--- src/rtl/irqtd_pkg.sv ---
package irqtd_pkg;

  typedef enum logic [2:0] {
    TM_LVL_LOW  = 3'd0,
    TM_LVL_HIGH = 3'd1,
    TM_EDGE_FALL = 3'd2,
    TM_EDGE_RISE = 3'd3,
    TM_EDGE_ANY  = 3'd4
  } trig_mode_e;

  function automatic trig_mode_e decode_mode(input logic lvl, input logic both,
                                             input logic pol);
    trig_mode_e m;
    if (lvl)       m = pol ? TM_LVL_HIGH : TM_LVL_LOW;
    else if (both) m = TM_EDGE_ANY;
    else           m = pol ? TM_EDGE_RISE : TM_EDGE_FALL;
    return m;
  endfunction

endpackage

--- src/rtl/irqtd_sync.sv ---
module irqtd_sync #(
  parameter int WIDTH  = 51,
  parameter int STAGES = 2
) (
  input  logic             clk,
  input  logic             rst_n,
  input  logic [WIDTH-1:0] async_i,
  output logic [WIDTH-1:0] sync_o
);

  logic [WIDTH-1:0] stage_q [STAGES];

  for (genvar s = 0; s < STAGES; s++) begin : g_stage
    logic [WIDTH-1:0] stage_d;
    if (s == 0) begin : g_first
      assign stage_d = async_i;
    end else begin : g_next
      assign stage_d = stage_q[s-1];
    end
    always_ff @(posedge clk or negedge rst_n) begin
      if (!rst_n) stage_q[s] <= '0;
      else        stage_q[s] <= stage_d;
    end
  end

  assign sync_o = stage_q[STAGES-1];

endmodule

--- src/rtl/irqtd_source.sv ---
module irqtd_source
  import irqtd_pkg::*;
(
  input  logic clk,
  input  logic rst_n,
  input  logic sync_i,
  input  logic lvl_mode_i,
  input  logic both_i,
  input  logic pol_i,
  input  logic clr_i,
  output logic pend_o,
  output logic prev_o
);

  logic       pend_q, pend_d;
  logic       prev_q;
  logic       rise, fall, hit;
  trig_mode_e mode;

  assign rise = sync_i & ~prev_q;
  assign fall = ~sync_i & prev_q;
  assign mode = decode_mode(lvl_mode_i, both_i, pol_i);

  always_comb begin
    hit = 1'b0;
    unique case (mode)
      TM_EDGE_RISE: hit = rise;
      TM_EDGE_FALL: hit = fall;
      TM_EDGE_ANY:  hit = rise | fall;
      default:      hit = 1'b0;
    endcase
  end

  // Level sources track the line; edge sources latch, a fresh edge beats clear.
  always_comb begin
    unique case (mode)
      TM_LVL_HIGH: pend_d = sync_i;
      TM_LVL_LOW:  pend_d = ~sync_i;
      default:     pend_d = hit | (pend_q & ~clr_i);
    endcase
  end

  always_ff @(posedge clk or negedge rst_n) begin
    if (!rst_n) begin
      pend_q <= 1'b0;
      prev_q <= 1'b0;
    end else begin
      pend_q <= pend_d;
      prev_q <= sync_i;
    end
  end

  assign pend_o = pend_q;
  assign prev_o = prev_q;

endmodule

--- src/rtl/irq_trigger_detect.sv ---
module irq_trigger_detect #(
  parameter int NUM_SRC     = 51,
  parameter int SYNC_STAGES = 2
) (
  input  logic               clk,
  input  logic               rst_n,
  input  logic [NUM_SRC-1:0] line_i,
  input  logic [NUM_SRC-1:0] level_mode_i,
  input  logic [NUM_SRC-1:0] both_edge_i,
  input  logic [NUM_SRC-1:0] polarity_i,
  input  logic [NUM_SRC-1:0] clear_i,
  output logic [NUM_SRC-1:0] pending_o,
  output logic [NUM_SRC-1:0] level_o
);

  logic [NUM_SRC-1:0] line_sync;

  irqtd_sync #(.WIDTH(NUM_SRC), .STAGES(SYNC_STAGES)) i_sync (
    .clk    (clk),
    .rst_n  (rst_n),
    .async_i(line_i),
    .sync_o (line_sync)
  );

  for (genvar i = 0; i < NUM_SRC; i++) begin : g_src
    irqtd_source i_src (
      .clk       (clk),
      .rst_n     (rst_n),
      .sync_i    (line_sync[i]),
      .lvl_mode_i(level_mode_i[i]),
      .both_i    (both_edge_i[i]),
      .pol_i     (polarity_i[i]),
      .clr_i     (clear_i[i]),
      .pend_o    (pending_o[i]),
      .prev_o    (level_o[i])
    );
  end

endmodule

--- config.mk ---
export PLATFORM = sky130hd
export DESIGN_NAME = irq_trigger_detect
export DESIGN_NICKNAME = d
export VERILOG_FILES = /design/src/rtl/irqtd_pkg.sv /design/src/rtl/irqtd_sync.sv /design/src/rtl/irqtd_source.sv /design/src/rtl/irq_trigger_detect.sv
export SDC_FILE = /design/constraint.sdc
export NUM_CORES = 1
export LEC_CHECK = 0
export BUFFER_PORTS_ARGS = -buffer_cell sky130_fd_sc_hd__buf_2
export CAP_MARGIN = 10
export CORE_ASPECT_RATIO = 0.7
export CORE_UTILIZATION = 50
export CTS_BUF_LIST = sky130_fd_sc_hd__clkbuf_4 sky130_fd_sc_hd__clkbuf_8
export CTS_CLUSTER_DIAMETER = 120
export CTS_CLUSTER_SIZE = 40
export DETAILED_ROUTE_END_ITERATION = 8
export GPL_TIMING_DRIVEN = 0
export PLACE_DENSITY = 0.77
export SLEW_MARGIN = 20
export SYNTH_ARGS = -nofsm -noshare
export SYNTH_HDL_FRONTEND = slang
export SYNTH_SLANG_ARGS = --single-unit
export TNS_END_PERCENT = 100
--- constraint.sdc ---
create_clock -name clk -period 1.4 [get_ports clk]
set_clock_uncertainty 0.1 [all_clocks]
set_input_delay 0.14 -clock clk [delete_from_list [all_inputs] [get_ports clk]]
set_output_delay 0.14 -clock clk [all_outputs]
set_load 0.03 [all_outputs]
==> impl_metrics.prom <==
# TYPE chip_impl_metric gauge
chip_impl_info{name="worstSetupStartpointType",value="flop"} 1
chip_impl_metric{name="insertion_delay",unit="ns"} 0.51
chip_impl_metric{name="worst-slew-pin-transition",unit="ns"} 0.5156
chip_impl_metric{name="global_route.overflow_total",unit=""} 0
chip_impl_metric{name="coreArea",unit="sq um"} 19230
chip_impl_metric{name="synth_compound_gate_area_share",unit="%"} 7.643
chip_impl_info{name="result_of_the_run",value="finished with violations"} 1
chip_impl_metric{name="yosys.cell_types.count",unit=""} 10
chip_impl_info{name="cp_top_family",value="flip-flops"} 1
chip_impl_metric{name="fin_crit_sh",unit="%"} 116.8
chip_impl_metric{name="final_max_slew_viol_count",unit=""} 0
chip_impl_metric{name="p_total",unit="W"} 0.01326
chip_impl_info{name="hold_path_class",value="primary input to async pin"} 1
chip_impl_info{name="clk_root_buffer_cell",value="sky130_fd_sc_hd__clkbuf_8"} 1
chip_impl_metric{name="seq_area_frac_synth",unit="%"} 50.96
chip_impl_metric{name="syn_inst",unit=""} 918
chip_impl_metric{name="num_io_pins",unit=""} 359
chip_impl_metric{name="cellPowerDensity",unit="nW/um^2"} 809.4
chip_impl_info{name="synth_top_family_by_area",value="buffers and inverters"} 1
chip_impl_metric{name="cts_made_buffers",unit=""} 9
chip_impl_metric{name="cp.buffers_inverters",unit=""} 2
chip_impl_metric{name="vias",unit=""} 9314
chip_impl_metric{name="floorplan.rows",unit=""} 42
chip_impl_info{name="layout_commonest_cell",value="sky130_fd_sc_hd__dlygate4sd3_1"} 1
chip_impl_metric{name="grt_util_all_layers",unit="%"} 30.45
chip_impl_metric{name="ir_worst_vdd",unit="mV"} 0.6642
chip_impl_metric{name="antenna_found_initial",unit=""} 2
chip_impl_metric{name="die_width",unit="um"} 171.2
chip_impl_metric{name="setup_ws",unit="ns"} -0.2358
chip_impl_metric{name="synthesis.yosys.warnings",unit=""} 0
chip_impl_metric{name="grt_pass1_wl",unit="um"} 48910
chip_impl_metric{name="die_area",unit="sq um"} 20620
chip_impl_metric{name="dp.cells",unit=""} 1542
chip_impl_metric{name="drt_first_iter_violations",unit=""} 651
chip_impl_metric{name="max_clock_buf_depth",unit=""} 3
chip_impl_metric{name="fin_worst_hold_slack",unit="ns"} 0.07462
chip_impl_metric{name="largest_net_degree_at_the_start_of_global_routing",unit=""} 101
chip_impl_metric{name="worst_slew_margin_rel",unit="%"} 65.63
chip_impl_metric{name="synth_fp_nets",unit=""} 1277
chip_impl_metric{name="fmax",unit="MHz"} 611.3
chip_impl_metric{name="timing.final.setup_violations",unit=""} 76
chip_impl_info{name="path_class",value="flop to flop"} 1
chip_impl_metric{name="htree_levels",unit=""} 1
chip_impl_metric{name="synth_seq_cells",unit=""} 204
chip_impl_metric{name="mappedNetlistArea",unit="sq um"} 10020
chip_impl_metric{name="clk_pin_slew_worst_paths",unit="ns"} 0.23
chip_impl_metric{name="power.leakage",unit="nW"} 8.379
chip_impl_metric{name="n_fill_cell",unit=""} 820
chip_impl_metric{name="grt_pass1_vias",unit=""} 9903
chip_impl_metric{name="post_synthesis_average_cell_area",unit="sq um"} 10.91
chip_impl_metric{name="maxCapViolations",unit=""} 0
chip_impl_info{name="tritoncts_clock_tree",value="done"} 1
chip_impl_metric{name="final_core_utilization",unit="%"} 85.16
chip_impl_metric{name="place_hpwl",unit="um"} 17070
chip_impl_info{name="rsz0062_at_grt",value="yes"} 1
chip_impl_info{name="violations",value="setup timing"} 1
chip_impl_metric{name="finalHoldViolations",unit=""} 0
chip_impl_metric{name="layout_cells_sized_above_1",unit="%"} 37.92
chip_impl_metric{name="setup_tns",unit="ns"} -5.109
chip_impl_metric{name="areaGrowthSynthToFinish",unit="%"} 63.49
chip_impl_metric{name="floorplan.initialDensity",unit="%"} 52.09
chip_impl_metric{name="post_layout_nonfiller_instances",unit=""} 1794
chip_impl_metric{name="worstPathMaxFanout",unit=""} 2
chip_impl_metric{name="total_number_of_nets_in_the_final_design",unit=""} 1887
chip_impl_metric{name="placement.io_buffers",unit=""} 358
chip_impl_metric{name="drt-vias-per-instance",unit=""} 5.192
chip_impl_metric{name="detail_route.wirelength",unit="um"} 37680
chip_impl_info{name="worst_path_max_delay_cell",value="sky130_fd_sc_hd__dfrtp_1"} 1
chip_impl_metric{name="worst-endpoint-required",unit="ns"} 1.74
chip_impl_info{name="cp-end-kind",value="flop"} 1
chip_impl_metric{name="die_height",unit="um"} 120.4
chip_impl_metric{name="critical_path_arrival",unit="ns"} 1.97
chip_impl_info{name="layout.cells.most_common_list",value="sky130_fd_sc_hd__dlygate4sd3_1 (257), sky130_fd_sc_hd__buf_2 (255), sky130_fd_sc_hd__dfrtp_1 (185)"} 1
chip_impl_metric{name="drtAntennaViolNets",unit=""} 0
chip_impl_info{name="critical_path.cell_chain",value="buf_6 > inv_1 > ha_2 > mux2i_1 > nor2_1 > o31a_1"} 1
chip_impl_metric{name="min_tclk_post_route",unit="ns"} 1.636
chip_impl_metric{name="post_synth_xor_xnor_area",unit="%"} 4.459
chip_impl_metric{name="adder_cell_fraction_of_synth_area",unit="%"} 12.74
chip_impl_metric{name="clkSinkCount",unit=""} 204
chip_impl_metric{name="gpl.final_weighted_congestion",unit=""} 0.8152
chip_impl_metric{name="routedWlPerCell",unit="um"} 21.00
chip_impl_metric{name="detailed_route_drc_error_count",unit=""} 0
chip_impl_metric{name="drt_first_pass_iters",unit=""} 5
chip_impl_metric{name="cpPeakStageDelay",unit="ns"} 0.49
chip_impl_metric{name="synth.mux.area_fraction",unit="%"} 5.096
chip_impl_metric{name="area_fraction_in_and_or_nand_and_nor_cells_after_synthesis",unit="%"} 3.822
-- path summary, 6_finish.rpt --
path | startpoint | endpoint | slack [ns] | cells after the start
min reg2reg | i_sync.g_stage[1].stage_d[17]$_DFF_PN0_ | i_sync.sync_o[17]$_DFF_PN0_ | 0.15 | 0
max reg2reg | g_src[41].i_src.prev_o$_DFF_PN0_ | g_src[41].i_src.pend_o$_DFF_PN0_ | -0.24 | 6
min in group clk | line_i[5] | i_sync.g_stage[1].stage_d[5]$_DFF_PN0_ | 0.13 | 2
max | g_src[41].i_src.prev_o$_DFF_PN0_ | g_src[41].i_src.pend_o$_DFF_PN0_ | -0.24 | 6
min | rst_n | g_src[11].i_src.prev_o$_DFF_PN0_ | 0.07 | 3
max in group asynchronous | rst_n | i_sync.sync_o[36]$_DFF_PN0_ | 0.24 | 4
-- per-layer routing --
layer / part of all wire, % / global-route usage (%) / vias up
met5: 0 / 0 / -
met1: 34 / 32.72 / 4539
met2: 51 / 54.67 / 573
met4: 6.2 / 16.24 / 0
li1: - / - / 4006
met3: 8.8 / 8.085 / 196
-- cells in the mapped netlist (all sizes together) --
| cell | n | area share (%) |
|---|---|---|
| o22ai | 51 | 3.2 |
| ha | 102 | 13 |
| mux2i | 51 | 5.1 |
| nor2 | 51 | 1.9 |
| xor2 | 51 | 4.5 |
| nand2 | 51 | 1.9 |
| inv | 204 | 7.6 |
| dfrtp | 204 | 51 |
| buf | 102 | 7.6 |
| o31a | 51 | 4.5 |
-- logic make-up after synthesis --
| kind of cell | after synthesis |
|---|---|
| xor+xnor | 51 |
| compound gates | 102 |
| mux | 51 |
| flops | 204 |
| fa+ha+maj | 102 |
| buf+inv | 306 |
| simple gates | 102 |
-- sequential cells by signal (all words and copies together), names as in the netlist --
name                    flops
g_src.i_src.pend_o         51
g_src.i_src.prev_o         51
i_sync.g_stage.stage_d     51
i_sync.sync_o              51
-- through the flow --
| stage | instance area (sq um) | setup slack [ns] |
|---|---|---|
| after floorplan | 10020 | 0.1845 |
| after global placement | 12140 | -3.275 |
| after detailed placement | 12210 | 0.06332 |
| after CTS | 15420 | -0.08826 |
| after global routing | 16380 | -0.2315 |
| final | 16380 | -0.2358 |
-- repair_timing --
action	CTS	global route
hold buffers	257	0
endpoints found under the hold margin	206	0
gates resized for setup	224	211
pin swaps	2	67
buffers inserted	53	12
setup endpoints to repair	102	142
-- tightest hold or removal path, cell delays in order --
cell and delay, ns:
sky130_fd_sc_hd__dlygate4sd3_1 0.56, sky130_fd_sc_hd__buf_8 0.12, sky130_fd_sc_hd__buf_16 0.37
-- area by class of cell --
type,count,area (sq um),share of cell area (%)
flip-flops and latches,204,5129,31.31
plain buffers,19,210.2,1.283
clock buffers,9,123.9,0.7562
multi-input cells,408,4031,24.61
well taps,264,330.3,2.017
inverters,204,800.8,4.889
diodes,3,7.507,0.04583
clock inverters,1,30.03,0.1833
repair buffers,682,5717,34.90
-- report_power, final --
| group | switching (W) | internal [W] | leakage [nW] |
|---|---|---|---|
| registers | 0.000409 | 0.00631 | 2.34 |
| logic | 0.00202 | 0.00211 | 5.96 |
| clock network | 0.00178 | 0.000634 | 0.0761 |
No activity file was read; power rests on OpenSTA's default activity.
